===== src/rtl/cpf_pkg.sv =====
package cpf_pkg;

   typedef enum logic [1:0] {
      CPF_HOLD = 2'd0,
      CPF_SHED = 2'd1,
      CPF_ADD  = 2'd2
   } cpf_dir_e;

endpackage


===== src/rtl/cpf_window.sv =====
// Dead-band comparator: classifies one delay code against setpoint +/- band.
module cpf_window
   import cpf_pkg::*;
#(
   parameter int CODE_W = 8
) (
   input  logic [CODE_W-1:0] code_i,
   input  logic [CODE_W-1:0] setpoint_i,
   input  logic [CODE_W-1:0] band_i,
   output cpf_dir_e          dir_o
);

   localparam int XW = CODE_W + 1;

   logic [XW-1:0] code_x;
   logic [XW-1:0] upper_x;
   logic [XW-1:0] code_plus_band_x;
   logic [XW-1:0] sp_x;

   // One extra bit keeps the sums from wrapping.
   assign code_x           = {1'b0, code_i};
   assign sp_x             = {1'b0, setpoint_i};
   assign upper_x          = sp_x + {1'b0, band_i};
   assign code_plus_band_x = code_x + {1'b0, band_i};

   always_comb begin
      if (code_x > upper_x) begin
         dir_o = CPF_SHED;
      end else if (code_plus_band_x < sp_x) begin
         dir_o = CPF_ADD;
      end else begin
         dir_o = CPF_HOLD;
      end
   end

endmodule


===== src/rtl/cpf_pacer.sv =====
// Counts accepted samples since the last step and gates the next one.
module cpf_pacer #(
   parameter int DIV_W = 8
) (
   input  logic             clk_i,
   input  logic             rst_ni,
   input  logic             clear_i,
   input  logic             sample_i,
   input  logic             step_i,
   input  logic [DIV_W-1:0] pace_i,
   output logic             ready_o
);

   localparam logic [DIV_W-1:0] CNT_MAX = {DIV_W{1'b1}};

   logic [DIV_W-1:0] cnt_q;
   logic [DIV_W-1:0] cnt_inc;

   // Saturating increment; a pace of zero is met by any count.
   assign cnt_inc = (cnt_q == CNT_MAX) ? cnt_q : cnt_q + 1'b1;
   assign ready_o = (cnt_inc >= pace_i);

   always_ff @(posedge clk_i or negedge rst_ni) begin
      if (!rst_ni) begin
         cnt_q <= '0;
      end else if (clear_i || step_i) begin
         cnt_q <= '0;
      end else if (sample_i) begin
         cnt_q <= cnt_inc;
      end
   end

endmodule


===== src/rtl/cpf_level.sv =====
// Saturating per-farm level counter.
module cpf_level
   import cpf_pkg::*;
#(
   parameter int FARM_SIZE = 128,
   parameter int CNT_W     = $clog2(FARM_SIZE + 1)
) (
   input  logic             clk_i,
   input  logic             rst_ni,
   input  logic             step_i,
   input  cpf_dir_e         dir_i,
   output logic [CNT_W-1:0] level_o,
   output logic             at_floor_o,
   output logic             at_ceil_o
);

   localparam logic [CNT_W-1:0] LVL_MAX = CNT_W'(FARM_SIZE);

   logic [CNT_W-1:0] level_q;

   assign at_floor_o = (level_q == '0);
   assign at_ceil_o  = (level_q == LVL_MAX);
   assign level_o    = level_q;

   always_ff @(posedge clk_i or negedge rst_ni) begin
      if (!rst_ni) begin
         level_q <= LVL_MAX;
      end else if (step_i) begin
         unique case (dir_i)
            CPF_SHED: if (!at_floor_o) level_q <= level_q - 1'b1;
            CPF_ADD:  if (!at_ceil_o)  level_q <= level_q + 1'b1;
            default:  level_q <= level_q;
         endcase
      end
   end

endmodule


===== src/rtl/cpf_therm.sv =====
// Level-to-thermometer decoder, replicated per farm, optional output flop.
module cpf_therm #(
   parameter int FARM_SIZE = 128,
   parameter int NUM_FARMS = 4,
   parameter bit OUT_REG   = 1'b0,
   parameter int CNT_W     = $clog2(FARM_SIZE + 1)
) (
   input  logic                           clk_i,
   input  logic                           rst_ni,
   input  logic [CNT_W-1:0]               level_i,
   output logic [NUM_FARMS*FARM_SIZE-1:0] en_o
);

   localparam int TOTAL = NUM_FARMS * FARM_SIZE;

   logic [FARM_SIZE-1:0] farm_pat;
   logic [TOTAL-1:0]     all_pat;

   for (genvar i = 0; i < FARM_SIZE; i++) begin : g_bit
      assign farm_pat[i] = (level_i > CNT_W'(i));
   end

   for (genvar f = 0; f < NUM_FARMS; f++) begin : g_farm
      assign all_pat[f*FARM_SIZE +: FARM_SIZE] = farm_pat;
   end

   if (OUT_REG) begin : g_flop
      logic [TOTAL-1:0] en_q;
      always_ff @(posedge clk_i or negedge rst_ni) begin
         if (!rst_ni) begin
            en_q <= '1;
         end else begin
            en_q <= all_pat;
         end
      end
      assign en_o = en_q;
   end else begin : g_comb
      logic unused_clk;
      assign unused_clk = clk_i ^ rst_ni;
      assign en_o = all_pat;
   end

endmodule


===== src/rtl/cpf_farm_ctrl.sv =====
// Constant-power oscillator farm controller (top).
module cpf_farm_ctrl
   import cpf_pkg::*;
#(
   parameter int NUM_FARMS = 4,
   parameter int FARM_SIZE = 128,
   parameter int CODE_W    = 8,
   parameter int DIV_W     = 8,
   parameter bit OUT_REG   = 1'b0,
   parameter int CNT_W     = $clog2(FARM_SIZE + 1),
   parameter int TOTAL     = NUM_FARMS * FARM_SIZE
) (
   input  logic              clk_i,
   input  logic              rst_ni,
   input  logic              reg_en_i,
   input  logic              code_vld_i,
   input  logic [CODE_W-1:0] code_i,
   input  logic [CODE_W-1:0] setpoint_i,
   input  logic [CODE_W-1:0] band_i,
   input  logic [DIV_W-1:0]  pace_i,
   output logic [TOTAL-1:0]  osc_en_o,
   output logic [CNT_W-1:0]  level_o,
   output logic              pinned_o
);

   // Elaboration-time parameter checks
   if (NUM_FARMS < 1) begin : g_bad_farms
      $error("cpf_farm_ctrl: NUM_FARMS must be at least 1");
   end
   if (FARM_SIZE < 2) begin : g_bad_size
      $error("cpf_farm_ctrl: FARM_SIZE must be at least 2");
   end
   if (CODE_W < 2) begin : g_bad_code
      $error("cpf_farm_ctrl: CODE_W must be at least 2");
   end
   if (DIV_W < 1) begin : g_bad_div
      $error("cpf_farm_ctrl: DIV_W must be at least 1");
   end
   if (CNT_W < $clog2(FARM_SIZE + 1)) begin : g_bad_cnt
      $error("cpf_farm_ctrl: CNT_W too narrow for FARM_SIZE");
   end
   if (TOTAL != NUM_FARMS * FARM_SIZE) begin : g_bad_total
      $error("cpf_farm_ctrl: TOTAL must equal NUM_FARMS*FARM_SIZE");
   end

   cpf_dir_e dir;
   logic     sample;
   logic     ready;
   logic     at_floor;
   logic     at_ceil;
   logic     room;
   logic     go;

   assign sample = reg_en_i & code_vld_i;
   assign room   = ((dir == CPF_SHED) && !at_floor) ||
                   ((dir == CPF_ADD)  && !at_ceil);
   assign go     = sample & ready & room;

   cpf_window #(
      .CODE_W(CODE_W)
   ) u_window (
      .code_i    (code_i),
      .setpoint_i(setpoint_i),
      .band_i    (band_i),
      .dir_o     (dir)
   );

   cpf_pacer #(
      .DIV_W(DIV_W)
   ) u_pacer (
      .clk_i   (clk_i),
      .rst_ni  (rst_ni),
      .clear_i (!reg_en_i),
      .sample_i(sample),
      .step_i  (go),
      .pace_i  (pace_i),
      .ready_o (ready)
   );

   cpf_level #(
      .FARM_SIZE(FARM_SIZE),
      .CNT_W    (CNT_W)
   ) u_level (
      .clk_i     (clk_i),
      .rst_ni    (rst_ni),
      .step_i    (go),
      .dir_i     (dir),
      .level_o   (level_o),
      .at_floor_o(at_floor),
      .at_ceil_o (at_ceil)
   );

   cpf_therm #(
      .FARM_SIZE(FARM_SIZE),
      .NUM_FARMS(NUM_FARMS),
      .OUT_REG  (OUT_REG),
      .CNT_W    (CNT_W)
   ) u_therm (
      .clk_i  (clk_i),
      .rst_ni (rst_ni),
      .level_i(level_o),
      .en_o   (osc_en_o)
   );

   assign pinned_o = at_floor | at_ceil;

endmodule


===== config.mk =====
export PLATFORM = sky130hd
export DESIGN_NAME = cpf_farm_ctrl
export DESIGN_NICKNAME = d
export VERILOG_FILES = /design/src/rtl/cpf_pkg.sv /design/src/rtl/cpf_window.sv /design/src/rtl/cpf_pacer.sv /design/src/rtl/cpf_level.sv /design/src/rtl/cpf_therm.sv /design/src/rtl/cpf_farm_ctrl.sv
export SDC_FILE = /design/constraint.sdc
export NUM_CORES = 1
export LEC_CHECK = 0
export ABC_AREA = 1
export BUFFER_PORTS_ARGS = -buffer_cell sky130_fd_sc_hd__buf_2
export CORE_AREA = 2 2 216 218
export CTS_CLUSTER_DIAMETER = 80
export DETAILED_ROUTE_END_ITERATION = 7
export DIE_AREA = 0 0 218 220
export PLACE_DENSITY = 0.4
export SETUP_SLACK_MARGIN = 0.5
export SLEW_MARGIN = 20
export SYNTH_ARGS = -nofsm -noshare
export SYNTH_HDL_FRONTEND = slang
export SYNTH_SLANG_ARGS = --single-unit
export TNS_END_PERCENT = 10

===== constraint.sdc =====
create_clock -name clk_i -period 3.1 [get_ports clk_i]
set_input_delay 0.31 -clock clk_i [delete_from_list [all_inputs] [get_ports clk_i]]
set_output_delay 0.31 -clock clk_i [all_outputs]
set_load 0.005 [all_outputs]

Word-level counts from Yosys, hierarchy flattened
Index checks and enable logic that the tools add are counted.

word-level totals
  register bits = 16
  input port bits = 36
  output and inout port bits = 521
  word-level logic and storage cells = 167

cells by class
  $add $sub $neg = 5
  $lt $le $gt $ge = 131
  eq/ne operators = 6
  muxes and demuxes = 8
  bitwise operators = 4
  reductions and logical operators = 11

operator list
  cell                                                                             count
  8-bit by 7-bit greater-than comparator with 1-bit output, second input constant  64
  8-bit by 6-bit greater-than comparator with 1-bit output, second input constant  32
  8-bit by 5-bit greater-than comparator with 1-bit output, second input constant  16
  8-bit by 4-bit greater-than comparator with 1-bit output, second input constant  8
  8-bit two-way mux                                                                5
  8-bit by 3-bit greater-than comparator with 1-bit output, second input constant  4
  8-bit by 8-bit adder with 9-bit output                                           2
  8-bit by 1-bit adder with 8-bit output, second input constant                    2
  8-bit equality test, second input constant                                       2
  8-bit by 1-bit greater-than comparator with 1-bit output, second input constant  2
  8-bit by 2-bit greater-than comparator with 1-bit output, second input constant  2
  8-bit case mux with 2 select lines                                               1
  8-bit by 9-bit greater-than comparator with 1-bit output                         1
  9-bit by 8-bit less-than comparator with 1-bit output                            1
  8-bit >= comparator                                                              1
  8-bit logical NOT                                                                1
  8-bit by 1-bit subtractor with 8-bit output, second input constant               1
  2-bit two-way mux                                                                2
  2-bit inequality test, second input constant                                     2
  4-bit AND reduction                                                              1
  2-bit nonzero test                                                               2
  1-bit AND                                                                        3
  1-bit logical NOT                                                                3
  2-bit by 1-bit equality test with 1-bit output, second input constant            1
  4 further kinds                                                                  6

Depth between registers and ports, before layout
  depth in word-level cells = 10
  mapped depth = 22

Hierarchy
Synthesis repeated with hierarchy kept, for this count alone.

unflattened totals
  cell total of the unflattened synthesis = 1033
  area, all modules = 6732.7 um2

by module, submodules not included
  module         times used  cells an instance  area each (um2)  sequential area each (um2)
  cpf_therm      1           629                4066.4           0.0
  cpf_window     1           155                1054.8           0.0
  cpf_level      1           123                789.5            201.4
  cpf_pacer      1           112                762.0            200.2
  cpf_farm_ctrl  1           14                 60.1             0.0

Worst setup path after synthesis
OpenSTA, ideal clock, no wires.

  path kind = input to register
  from = input port setpoint_i[2]
  to = register u_pacer.cnt_q[2]
  library setup time = 66 ps
  arrival = 2740 ps
  required time = 3034 ps
  slack = 294 ps
  cell stages on the path = 22
  cells stage by stage = ha_1 a21oi_1 nand2_1 nand2_1 nand2_1 a21oi_1 o21ai_0 a21oi_1 xor2_1 ha_1 nand2_1 nor2_1 nand2_1 nand4_1 nor2_2 nand2_2 nand4_2 nand2_4 nand2_4 buf_6 nand3_1 nand2_1

between the ends
  longest elaborated chain between the ends = 9
  elaborated cells between the ends (all ways) = 14
  those cells by class = 1 x add/sub; 2 x order compare; 2 x eq/ne; 3 x mux; 1 x bitwise; 5 x reduce/logical

ends and longest elaborated chain
  element                                                                                                          line                                      RTL
  start: declaration                                                                                               cpf_farm_ctrl.sv:18                       input logic [CODE_W-1:0] setpoint_i,
  8-bit by 8-bit adder with 9-bit output or 9-bit by 8-bit less-than comparator with 1-bit output (tied branches)  cpf_window.sv:23, cpf_window.sv:29
  8-bit by 9-bit greater-than comparator with 1-bit output or 2-bit two-way mux (tied branches)                    cpf_window.sv:27, cpf_window.sv:29
  2-bit two-way mux *                                                                                              cpf_window.sv:27                          if (code_x > upper_x) begin
  2-bit by 1-bit equality test with 1-bit output or 2-bit equality test (tied branches)                            cpf_farm_ctrl.sv:55, cpf_farm_ctrl.sv:56
  1-bit logical AND, on equally long branches                                                                      cpf_farm_ctrl.sv:55, cpf_farm_ctrl.sv:56
  1-bit logical OR *                                                                                               cpf_farm_ctrl.sv:55                       assign room = ((dir == CPF_SHED) && !at_floor) ||
  1-bit AND *                                                                                                      cpf_farm_ctrl.sv:57                       assign go = sample & ready & room;
  1-bit logical OR *                                                                                               cpf_pacer.sv:26                           end else if (clear_i || step_i) begin
  8-bit two-way mux or 2-bit nonzero test (tied branches)                                                          --
  end signal: assignment                                                                                           cpf_pacer.sv:29                           cnt_q <= cnt_inc;
  end: declaration                                                                                                 cpf_pacer.sv:16                           logic [DIV_W-1:0] cnt_q;

Mark *: on every way between the ends. The rest lies on a longest branch, timed or not.
A chain may end at the register's enable or synchronous reset.

Worst setup path after layout
  from = register u_pacer.cnt_q[1]
  to = register u_level.level_q[6] (netlist: u_level.level_o[6])

between the ends
  longest elaborated chain between the ends = 6
  elaborated cells between the ends (all ways) = 7
  those cells by class = 1 x add/sub; 1 x order compare; 1 x eq/ne; 1 x mux; 2 x bitwise; 1 x reduce/logical

ends and longest elaborated chain
  element                                                                        line                 RTL
  8-bit by 1-bit adder with 8-bit output or 8-bit equality test (tied branches)  cpf_pacer.sv:20      assign cnt_inc = (cnt_q == CNT_MAX) ? cnt_q : cnt_q + 1'b1;
  8-bit two-way mux *                                                            cpf_pacer.sv:20
  8-bit >= comparator *                                                          cpf_pacer.sv:21      assign ready_o = (cnt_inc >= pace_i);
  1-bit AND * (2 in a row)                                                       cpf_farm_ctrl.sv:57
  4-bit AND reduction (no line) *                                                --
  end signal: assignment                                                         cpf_level.sv:30      CPF_SHED: if (!at_floor_o) level_q <= level_q - 1'b1;
  end signal: assignment                                                         cpf_level.sv:31      CPF_ADD: if (!at_ceil_o) level_q <= level_q + 1'b1;
  end signal: assignment                                                         cpf_level.sv:32      default: level_q <= level_q;
  end: declaration                                                               cpf_level.sv:19      logic [CNT_W-1:0] level_q;

Marked as above.

==> results.md <==
- Mux cell area share after synthesis: 0
- Synth cell count leaders: 389 x buf_4, 148 x nand2_1, 114 x inv_1, 62 x nor2_1, 53 x a21oi_1
- F_max: 0.361 GHz
- CTS buffer count: 3
- Post-Syn Nets: 1117
- Clock transition at path regs: 60 ps
- Synth area leaders: buf_4 43%, ha_1 8.3%, nand2_1 8.2%
- EDFF count, synth: 0
- GP Congestion: 0.774
- Hold-fix buffers, CTS: 0
- Crit end category: flip-flop
- Critical R2R Launch: u_pacer.cnt_q[1]
- CP Data Arrival Time: 2960 ps
- Outcome: complete, but fails checks
- Most frequent cell after synthesis: buf_4
- Power Dens Cells: between 300 and 400 mW/mm^2
- Period utilisation layout: 0.894
- DRT antenna net count: 0
- Die Ht: 220 microns
- Worst path required time: 3280 ps
- Failing checks: hold timing
- Mapped Avg Cell Area: 6.54 sq um
- Cell taking the most area after synthesis: buf_4
- Via count: 7027
- Crit-path cells: ha_1 > inv_1 > nor4_4 > buf_4 > xor2_1 > nand2_1 > ha_1 > nand2_1 > nor2_1 > nand4_1 > o2111ai_1 > nand2_2 > clkinv_4 > buf_6 > nand3_2 > nand2_2
- Dpl hpwl: around 32000 microns
- Mapped cell area: about 0.0068 sq mm
- RSZ-0062 raised after global routing: true
- Fin. max-slew vios: 0
- CTS Buffer Depth: 2
- Reg2reg end: u_level.level_o[6]
- Seq pwr share: 0.077
- Pwr Total: around 0.0032 W
- Layout filler cell count: 5275
- Overall Global Routing Usage: 0.142
- CP Launch Type: flip-flop
- Max-cap violation count: 0
- Die extent in x: 218 microns
- Synth warnings: 0
- Final net count: between 1000 and 1500
- Setup Skew: just under 8 ps
- DRC viols: 0
- Post-Synth Simple-Gate Area: 0.184
- Root Buffer: clkbuf_16
- IR drop worst, VDD: 0.233 mV
- Part of the power in combinational logic: 0.841
- Post-DR vias/cell: approximately 3.8
- Sum of buffers and inverters on the critical path: 4
- Largest stage delay on the critical path: 370 ps
- Met3 Usage GRT: 0.0181
- FFs w/ async S/R, synth: 1.00
- Seq/Total Area, Yosys: 0.0594
- R2R Setup Slk: 330 ps
- First-pass GRT wire length: 48300 microns
- Setup TNS Final: 0 ps
- Core Area: between 0.04 and 0.05 sq mm
- Final setup fails: 0
- Wire length per cell: 20.1 microns
- Hold Slack: -11.8 ps
- Post-Synth Adder-Cell Area: 0.0892
- Kind of cell adding the most delay to the critical path: simple AND/OR/NAND/NOR gates
- Synth top area share: 0.432
- Port-buffer cells: 556
- CTS Sinks: 16
- Switch share: 0.549
- Sw power: 0.00176 W
- R2R cell count: 16
- Netlist cell types: between 40 and 50
- Pin count of the biggest net entering global routing: 25
- Relative max-transition margin: 0.384
- Final Hold Fails: 8
- Leak: between 5 and 6 nW
- I/O pins: around 560
- Cells after synthesis: 1034
- DRT Pass-1 Iters: 6
- Int Pwr: 0.00145 W
- Die area: 0.0480 sq mm
- Latest clock arrival within the worst-skew pair: ~250 ps
- Top Usage Layer GRT: met2
- Ys flop type: dfrtp_1
- H-tree Lvls: 1
- Total grt overflow: 0
- Tmin final: about 2800 ps
- Yosys reg bits: 16
- M1 GR Usage: 0.175
- GR met2 Demand/Resource: 0.274
- Final Util: 0.182
- Routed WL: between 30000 and 40000 microns
- Synth-to-Final Area Change: 23.6%
- Synth Area in XOR/XNOR: 0.0324
- Critical setup path kind: reg -> reg
- Clock power frac: 0.082
- Crit-path max FO: 7
- 1st-iter DRT viols: 288
- CP max stage cell: dfrtp_1
- Initial Utilization: 0.147
- Row count: 79
- Synth Area in Compound Gates: 0.124
- Antenna violations before repair: 3
- Main combinational cell family by area after synthesis: buffers and inverters
- Worst-Margin Slew: 921 ps
- Proportion of layout cells with a drive suffix above 1: 0.575
- CTS tree: yes
- Vias in the first global route: around 6000
- Hold WC Path Type: in -> async
-- how the worst max path moves through the flow --
| stage | from | end | slack, ps | cells after the start |
|---|---|---|---|---|
| 6_report | u_pacer.cnt_q[1] | u_level.level_o[6] | 330 | 16 |
| 5_1_grt | band_i[2] | u_level.level_o[6] | 120 | 22 |
| 4_1_cts | setpoint_i[2] | u_level.level_o[6] | 330 | 22 |
| 3_5_place_dp | setpoint_i[2] | u_level.level_o[2] | -50 | 22 |
| 3_3_place_gp | setpoint_i[2] | u_level.level_o[2] | -80 | 22 |
| 2_1_floorplan | setpoint_i[2] | u_pacer.cnt_q[2] | 410 | 22 |
-- through the flow --
step | area [sq um] | hold WS (ps) | instances | setup WS (ps)
2_1_floorplan | 6790 | 14.4 | 1034 | 406
3_3_place_gp | 7800 | 272 | 1854 | -76.4
3_5_place_dp | 7800 | 276 | 1854 | -49.7
4_1_cts | 8160 | 9.87 | 1867 | 332
5_1_grt | 8350 | 23.5 | 1871 | 121
6_report | 8350 | -11.8 | 1871 | 329
-- flip-flops by register name (all words and copies together) (netlist names) --
register and count:
u_level.level_o 8, u_pacer.cnt_q 8
-- cell type report --
type	instances	area, sq um	area share
clock buffer	4	78.8	0.00944
tap	607	759	0.0910
inverter	129	495	0.0593
antenna	1	2.50	0.000300
sequential	16	408	0.0489
timing repair buffer	622	3320	0.397
multi-input combinational	492	3290	0.394
-- cell usage in the layout, fill, tap and decap left out, drive strengths merged, types with 2 or more instances in the layout --
| master | synthesis | final |
|---|---|---|
| o41ai | 3 | 3 |
| nand2 | 153 | 155 |
| nor3 | 6 | 6 |
| o21ai | 46 | 46 |
| nand3 | 29 | 29 |
| a31oi | 12 | 12 |
| o21a | 2 | 2 |
| clkinv | 3 | 3 |
| a21boi | 3 | 3 |
| ha | 45 | 45 |
| xor2 | 19 | 19 |
| a221oi | 11 | 11 |
| dfrtp | 15 | 15 |
| fa | 2 | 2 |
| xnor2 | 6 | 6 |
| nand3b | 2 | 2 |
| a22oi | 4 | 4 |
| buf | 394 | 622 |
| nor2 | 77 | 77 |
| clkbuf | 5 | 4 |
| a21oi | 53 | 53 |
| a21o | 2 | 2 |
| inv | 126 | 125 |
| nand4 | 7 | 7 |
| o211ai | 2 | 2 |
-- repair_timing --
item                                    in CTS  in global routing
setup buffers                                8                  2
endpoints found under the setup margin     318                304
pin swaps                                   10                 23
gates cloned                                 1                  1
gates resized for setup                     54                 39
-- worst reg2reg max path: stages, from the launching register on --
cell       delay (ps)
dfrtp_1           370
ha_1              170
inv_1             100
nor4_4            310
buf_4             170
xor2_1            150
nand2_1           140
ha_1              300
nand2_1            70
nor2_1            130
nand4_1            90
o2111ai_1         120
nand2_2           130
clkinv_4          140
buf_6             150
nand3_2            90
nand2_2            80
-- power by group through the flow --
stage | clock network (W) | logic, W | registers, W
after floorplan | 0 | 0.00200 | 0.000238
after global placement | 0 | 0.00261 | 0.000249
after detailed placement | 0 | 0.00260 | 0.000249
after CTS | 0.000270 | 0.00269 | 0.000246
after global routing | 0.000275 | 0.00299 | 0.000248
final | 0.000264 | 0.00270 | 0.000246
-- metal layers --
layer  share of wire  wire length [microns]
met5         0.00072                     27
met2            0.53                  20100
met4          0.0051                    193
met1            0.41                  15600
met3           0.046                   1730
-- kinds of logic (layout without fill, tap and decap cells) --
group                      Yosys count  in the layout
adders and majority gates           47             47
DFF                                 16             16
xor gates and xnor gates            25             25
other                                0              1
buffers and inverters              528            755
AOI/OAI and AO/OA                  142            142
and+or+nand+nor                    276            278
No activity file was read; power rests on OpenSTA's default activity.
